--- config.mk ---
export PLATFORM = sky130hd
export DESIGN_NAME = audio_serial_tx
export DESIGN_NICKNAME = d
export VERILOG_FILES = /design/src/rtl/aso_pkg.sv /design/src/rtl/aso_master_timer.sv /design/src/rtl/aso_slave_sync.sv /design/src/rtl/aso_word_hold.sv /design/src/rtl/aso_tx_fsm.sv /design/src/rtl/audio_serial_tx.sv
export SDC_FILE = /design/constraint.sdc
export NUM_CORES = 1
export LEC_CHECK = 0
export BUFFER_PORTS_ARGS = -buffer_cell sky130_fd_sc_hd__buf_2
export CORE_MARGIN = 2
export CORE_UTILIZATION = 55
export CTS_CLUSTER_SIZE = 12
export DETAILED_ROUTE_END_ITERATION = 16
export PLACE_DENSITY_LB_ADDON = 0.12
export SLEW_MARGIN = 20
export SYNTH_ARGS = -nofsm -noshare
export SYNTH_HDL_FRONTEND = slang
export SYNTH_SLANG_ARGS = --single-unit
--- constraint.sdc ---
create_clock -name mclk -period 2.8 [get_ports mclk]
set_clock_uncertainty 0.15 [all_clocks]
set_input_delay 0.14 -clock mclk [delete_from_list [all_inputs] [get_ports mclk]]
set_output_delay 0.14 -clock mclk [all_outputs]
set_load 0.1 [all_outputs]
--- src/rtl/aso_pkg.sv ---
package aso_pkg;

    // Transmit state of one half-frame
    typedef enum logic [1:0] {
        ST_IDLE,
        ST_LEAD,
        ST_DATA,
        ST_PAD
    } tx_state_e;

    // Timing events seen in the current mclk cycle
    typedef struct packed {
        logic fall;        // bit clock falls in this cycle
        logic half_start;  // word clock changes in this cycle
        logic left;        // the half that starts is the left one
    } bit_evt_t;

endpackage

--- src/rtl/aso_master_timer.sv ---
module aso_master_timer
    import aso_pkg::*;
#(
    parameter int SCLK_DIV_LOG2 = 2,
    parameter int LRCK_DIV_LOG2 = 8
) (
    input  logic     mclk,
    input  logic     rst_n,
    input  logic     enable,
    input  logic     fmt_i2s,
    output logic     sclk_o,
    output logic     lrck_o,
    output bit_evt_t evt
);
    localparam int CW = LRCK_DIV_LOG2;

    logic [CW-1:0] div_q;
    logic          last_phase;
    logic          last_slot;

    always_ff @(posedge mclk) begin
        if (!rst_n || !enable) begin
            div_q <= '0;
        end else begin
            div_q <= div_q + 1'b1;
        end
    end

    assign last_phase = &div_q[SCLK_DIV_LOG2-1:0];
    assign last_slot  = &div_q[CW-2:SCLK_DIV_LOG2];

    assign evt.fall       = enable && rst_n && last_phase;
    assign evt.half_start = enable && rst_n && last_phase && last_slot;
    // the next half is the left one when the top bit wraps back to 0
    assign evt.left       = div_q[CW-1];

    assign sclk_o = enable && div_q[SCLK_DIV_LOG2-1];
    assign lrck_o = enable && (fmt_i2s ? div_q[CW-1] : !div_q[CW-1]);

endmodule

--- src/rtl/aso_slave_sync.sv ---
module aso_slave_sync
    import aso_pkg::*;
#(
    parameter int SYNC_STAGES = 2
) (
    input  logic     mclk,
    input  logic     rst_n,
    input  logic     enable,
    input  logic     fmt_i2s,
    input  logic     sclk_i,
    input  logic     lrck_i,
    output bit_evt_t evt
);
    localparam int SW = SYNC_STAGES + 1;

    logic [SW-1:0] sck_sh;
    logic [SW-1:0] lr_sh;
    logic          sck_now;
    logic          sck_old;
    logic          lr_now;
    logic          lr_old;

    always_ff @(posedge mclk) begin
        if (!rst_n) begin
            sck_sh <= '0;
            lr_sh  <= '0;
        end else begin
            sck_sh <= {sck_sh[SW-2:0], sclk_i};
            lr_sh  <= {lr_sh[SW-2:0], lrck_i};
        end
    end

    assign sck_now = sck_sh[SW-2];
    assign sck_old = sck_sh[SW-1];
    assign lr_now  = lr_sh[SW-2];
    assign lr_old  = lr_sh[SW-1];

    assign evt.fall       = enable && sck_old && !sck_now;
    assign evt.half_start = enable && (lr_old != lr_now);
    assign evt.left       = fmt_i2s ? !lr_now : lr_now;

endmodule

--- src/rtl/aso_word_hold.sv ---
module aso_word_hold #(
    parameter int WORD_W = 18
) (
    input  logic              mclk,
    input  logic              rst_n,
    input  logic              word_valid,
    input  logic [WORD_W-1:0] left_word,
    input  logic [WORD_W-1:0] right_word,
    input  logic              capture,
    output logic [WORD_W-1:0] frame_left,
    output logic [WORD_W-1:0] frame_right
);
    logic [WORD_W-1:0] pend_l_q;
    logic [WORD_W-1:0] pend_r_q;
    logic [WORD_W-1:0] held_r_q;

    always_ff @(posedge mclk) begin
        if (!rst_n) begin
            pend_l_q <= '0;
            pend_r_q <= '0;
        end else if (word_valid) begin
            pend_l_q <= left_word;
            pend_r_q <= right_word;
        end
    end

    // the left word goes straight into the shifter at capture,
    // the right word waits here for its half
    always_ff @(posedge mclk) begin
        if (!rst_n) begin
            held_r_q <= '0;
        end else if (capture) begin
            held_r_q <= pend_r_q;
        end
    end

    assign frame_left  = pend_l_q;
    assign frame_right = held_r_q;

endmodule

--- src/rtl/aso_tx_fsm.sv ---
module aso_tx_fsm
    import aso_pkg::*;
#(
    parameter int WORD_W = 18
) (
    input  logic              mclk,
    input  logic              rst_n,
    input  logic              fmt_i2s,
    input  bit_evt_t          evt,
    input  logic [WORD_W-1:0] frame_left,
    input  logic [WORD_W-1:0] frame_right,
    output logic              sdata
);
    localparam int CNT_W = $clog2(WORD_W + 1);
    localparam logic [CNT_W-1:0] LAST_CNT = CNT_W'(WORD_W);

    tx_state_e         state_q;
    tx_state_e         state_d;
    logic [CNT_W-1:0]  sent_q;
    logic [WORD_W-1:0] shreg_q;
    logic [WORD_W-1:0] new_word;
    logic              sdata_q;

    assign new_word = evt.left ? frame_left : frame_right;

    always_comb begin
        state_d = state_q;
        if (evt.half_start) begin
            state_d = fmt_i2s ? ST_LEAD : ST_DATA;
        end else if (evt.fall) begin
            unique case (state_q)
                ST_IDLE: state_d = ST_IDLE;
                ST_LEAD: state_d = ST_DATA;
                ST_DATA: state_d = (sent_q == LAST_CNT) ? ST_PAD : ST_DATA;
                ST_PAD:  state_d = ST_PAD;
            endcase
        end
    end

    always_ff @(posedge mclk) begin
        if (!rst_n) begin
            state_q <= ST_IDLE;
        end else begin
            state_q <= state_d;
        end
    end

    always_ff @(posedge mclk) begin
        if (!rst_n) begin
            sdata_q <= 1'b0;
            shreg_q <= '0;
            sent_q  <= '0;
        end else if (evt.half_start) begin
            if (fmt_i2s) begin
                sdata_q <= 1'b0;
                shreg_q <= new_word;
                sent_q  <= '0;
            end else begin
                sdata_q <= new_word[WORD_W-1];
                shreg_q <= {new_word[WORD_W-2:0], 1'b0};
                sent_q  <= CNT_W'(1);
            end
        end else if (evt.fall) begin
            unique case (state_q)
                ST_LEAD: begin
                    sdata_q <= shreg_q[WORD_W-1];
                    shreg_q <= {shreg_q[WORD_W-2:0], 1'b0};
                    sent_q  <= CNT_W'(1);
                end
                ST_DATA: begin
                    if (sent_q == LAST_CNT) begin
                        sdata_q <= 1'b0;
                    end else begin
                        sdata_q <= shreg_q[WORD_W-1];
                        shreg_q <= {shreg_q[WORD_W-2:0], 1'b0};
                        sent_q  <= sent_q + 1'b1;
                    end
                end
                ST_IDLE, ST_PAD: begin
                    sdata_q <= 1'b0;
                end
            endcase
        end
    end

    assign sdata = sdata_q;

endmodule

--- src/rtl/audio_serial_tx.sv ---
module audio_serial_tx
    import aso_pkg::*;
#(
    parameter int WORD_W        = 18,
    parameter int SCLK_DIV_LOG2 = 2,
    parameter int LRCK_DIV_LOG2 = 8,
    parameter int SYNC_STAGES   = 2
) (
    input  logic              mclk,
    input  logic              rst_n,
    input  logic              slave_mode,
    input  logic              fmt_i2s,
    input  logic              word_valid,
    input  logic [WORD_W-1:0] left_word,
    input  logic [WORD_W-1:0] right_word,
    input  logic              sclk_in,
    input  logic              lrck_in,
    output logic              sclk_out,
    output logic              lrck_out,
    output logic              sdata
);
    bit_evt_t          mst_evt;
    bit_evt_t          slv_evt;
    bit_evt_t          evt;
    logic [WORD_W-1:0] frame_left;
    logic [WORD_W-1:0] frame_right;

    aso_master_timer #(
        .SCLK_DIV_LOG2 (SCLK_DIV_LOG2),
        .LRCK_DIV_LOG2 (LRCK_DIV_LOG2)
    ) u_timer (
        .mclk    (mclk),
        .rst_n   (rst_n),
        .enable  (!slave_mode),
        .fmt_i2s (fmt_i2s),
        .sclk_o  (sclk_out),
        .lrck_o  (lrck_out),
        .evt     (mst_evt)
    );

    aso_slave_sync #(
        .SYNC_STAGES (SYNC_STAGES)
    ) u_sync (
        .mclk    (mclk),
        .rst_n   (rst_n),
        .enable  (slave_mode),
        .fmt_i2s (fmt_i2s),
        .sclk_i  (sclk_in),
        .lrck_i  (lrck_in),
        .evt     (slv_evt)
    );

    assign evt = slave_mode ? slv_evt : mst_evt;

    aso_word_hold #(
        .WORD_W (WORD_W)
    ) u_hold (
        .mclk        (mclk),
        .rst_n       (rst_n),
        .word_valid  (word_valid),
        .left_word   (left_word),
        .right_word  (right_word),
        .capture     (evt.half_start && evt.left),
        .frame_left  (frame_left),
        .frame_right (frame_right)
    );

    aso_tx_fsm #(
        .WORD_W (WORD_W)
    ) u_fsm (
        .mclk        (mclk),
        .rst_n       (rst_n),
        .fmt_i2s     (fmt_i2s),
        .evt         (evt),
        .frame_left  (frame_left),
        .frame_right (frame_right),
        .sdata       (sdata)
    );

endmodule

==> results.yml <==
clock_tree:
  holdBufCountCts: 38
  cts_sinks: 94
  post_cts_buffers: 0
  cts.repair.resized: 0
  tritoncts: "done"
  htreeDepth: 3
  path_clk_slew_ps: 90
  numCtsBuffers: 9
  clk_path_buf_depth: 2
  insertion_delay_ps: 360
  root_buffer: "clkbuf_8"
synthesis:
  yosysSeqAreaShare_pct: 38.50
  syn_area_per_cell_um2: 10.31
  yosys_warnings: 0
  synth-seq-cells: 94
  synth-main-ff-cell: "dfxtp_1"
  synthCells: 474
  syn-num-nets: 520
  ys_async_sr_fraction_pct: 0
  synth.distinct_cells: 48
  synth_enable_flop_cells: 0
  syn_area_um2: 4888
sta:
  tightestPinTransition_ps: 1025
  tns_ps: 0
  setup_viol: 0
  timing.final.crit_period_ps: 2198
  final-hold-violation-count: 0
  slew_headroom_pct: 31.64
  finalCritPeriodShare_pct: 78.50
  rsz0062_at_grt: "false"
  max_freq_ghz: 0.4549
  drv_slew: 0
global_route:
  antenna_found_initial: 0
  grt_pass1_wl_um: 18260
  grt_pass1_vias: 3739
  overflow: 0
  grt_max_degree: 86
  track_usage_pct: 22.80
flow_run:
  drv_cap: 0
place:
  gp_congestion: 0.7541
  dpl.hpwl_um: 6984
  port_buffers: 45
  place_area_um2: 5131
critical_path:
  critPathLaunchType: "register"
  worstSetupPathType: "register to register"
  path_max_fanout: 19
  cp.required_ps: 2920
  arrival_ps: 2320
  r2r_slack_ps: 600
  crit_path_end_kind: "register"
pwr:
  ir_worst_vdd_v: 0.0003027
  powerDensity_nw_per_um2: 447.7
  power.leakage_nw: 2.173
finish:
  drive_gt1_share_pct: 17.46
  final_cell_mix: "dfxtp_1, mux2i_1, buf_2"
  final_util_pct: 65.51
  stdcell_area_um2: 5685
  antenna_cells: 0
  finalNetCount: 586
  mostFrequentLayoutCell: "dfxtp_1"
  areaGrowthSynthToFinish_pct: 16.30
floorplan:
  fp.dieH_um: 98.28
  die_w_um: 98.28
  num_rows: 34
  dieArea_um2: 9658
  core_um2: 8678
  boundaryPins: 46
  initial_core_util_pct: 56.33
detailed_routing:
  wirelength_um: 10510
  ant_nets: 0
  first_pass_iters: 5
  wl_per_cell_um: 16.13
  via_per_inst: 5.929
  drt_iter0_drc: 236
  drc: 0
  vias: 3866
outcome:
  status: "complete, no violations"
worst_hold_path:
  hold_path_class: "input pin to register"
stage by stage:
step                      total power [mW]  hold WS [ps]  std cells  setup WS, ps
after global placement               1.712         202.9        599         711.2
after CTS                            2.560         180.4        652         620.0
after global routing                 2.647         232.6        652         417.9
final                                2.545         181.4        652         601.9
after floorplan                      1.639         117.3        474         369.3
after detailed placement             1.717         205.8        599         660.7
per-layer routing:
metal  part of all wire [%]  track usage, %
met3                    3.8           4.295
met1                     48           32.41
met5                      0               0
met4                    1.2           6.428
met2                     47           35.83
layout make-up:
cell class                      count  area, um2
Fill cell                         719       2993
Multi-Input combinational cell    338       2791
Sequential cell                    94       1882
Timing Repair Buffer               95      695.7
Clock buffer                       10      137.6
Tap cell                          108      135.1
Clock inverter                      5      36.28
Inverter                            2      7.507
worst paths after layout:
check,to,from,cells past startpoint
setup / recovery,u_fsm.sdata,u_timer.div_q[0],5
hold / removal,u_fsm.sent_q[0],fmt_i2s,3
setup reg to reg,u_fsm.sdata,u_timer.div_q[0],5
hold reg to reg,u_sync.lr_sh[1],u_sync.lr_sh[0],1
cells in the mapped netlist (3+ instances only):
| cell | count | area share (%) |
|---|---|---|
| and2_1 | 7 | 0.90 |
| nor2b_1 | 38 | 4.9 |
| nor3_1 | 3 | 0.31 |
| a21boi_0 | 20 | 3.1 |
| nand2_1 | 13 | 1.0 |
| nand3_1 | 31 | 3.2 |
| o21ai_0 | 22 | 2.3 |
| o2111ai_1 | 3 | 0.54 |
| mux4_2 | 17 | 7.8 |
| xor2_1 | 6 | 1.1 |
| buf_2 | 16 | 1.6 |
| a21oi_1 | 6 | 0.61 |
| ha_1 | 3 | 0.77 |
| buf_6 | 3 | 0.69 |
| o221ai_1 | 17 | 3.0 |
| dfxtp_1 | 94 | 38 |
| buf_4 | 4 | 0.61 |
| o32ai_1 | 3 | 0.54 |
| nor2_1 | 10 | 0.77 |
| and3_1 | 4 | 0.51 |
| or4_1 | 10 | 1.5 |
| mux2i_1 | 90 | 18 |
| a211o_1 | 7 | 1.3 |
| nand2b_1 | 3 | 0.38 |
| clkbuf_1 | 17 | 1.3 |
flip-flops by register name, indices dropped and copies added (netlist names):
name	count
u_hold.frame_left	18
u_timer.div_q	8
u_hold.frame_right	18
u_sync.lr_sh	3
u_fsm.state_q	2
u_sync.sck_sh	3
u_fsm.sdata	1
u_fsm.sent_q	5
u_hold.pend_r_q	18
u_fsm.shreg_q	18
critical path: stages, from the launching register on:
cell	delay, ps
dfxtp_1	380
ha_1	310
and4b_1	260
a22o_2	350
nand2_2	300
o32ai_1	350
logic make-up after synthesis:
group | count (synthesis) | share of synthesized area [%]
compound gates | 90 | 13.13
mux | 107 | 26.26
xor+xnor | 8 | 1.433
simple gates | 130 | 15.51
fa+ha+maj | 3 | 0.7679
flops | 94 | 38.49
buf+inv | 42 | 4.402
power by group:
part | switching (mW) | total [mW] | leakage [nW] | internal, mW
logic | 0.154 | 0.317 | 1.33 | 0.163
clock network | 0.477 | 0.819 | 0.0804 | 0.342
registers | 0.0330 | 1.41 | 0.766 | 1.38
total | 0.664 | 2.55 | 2.17 | 1.88
Power figures use the tool's default switching activity.
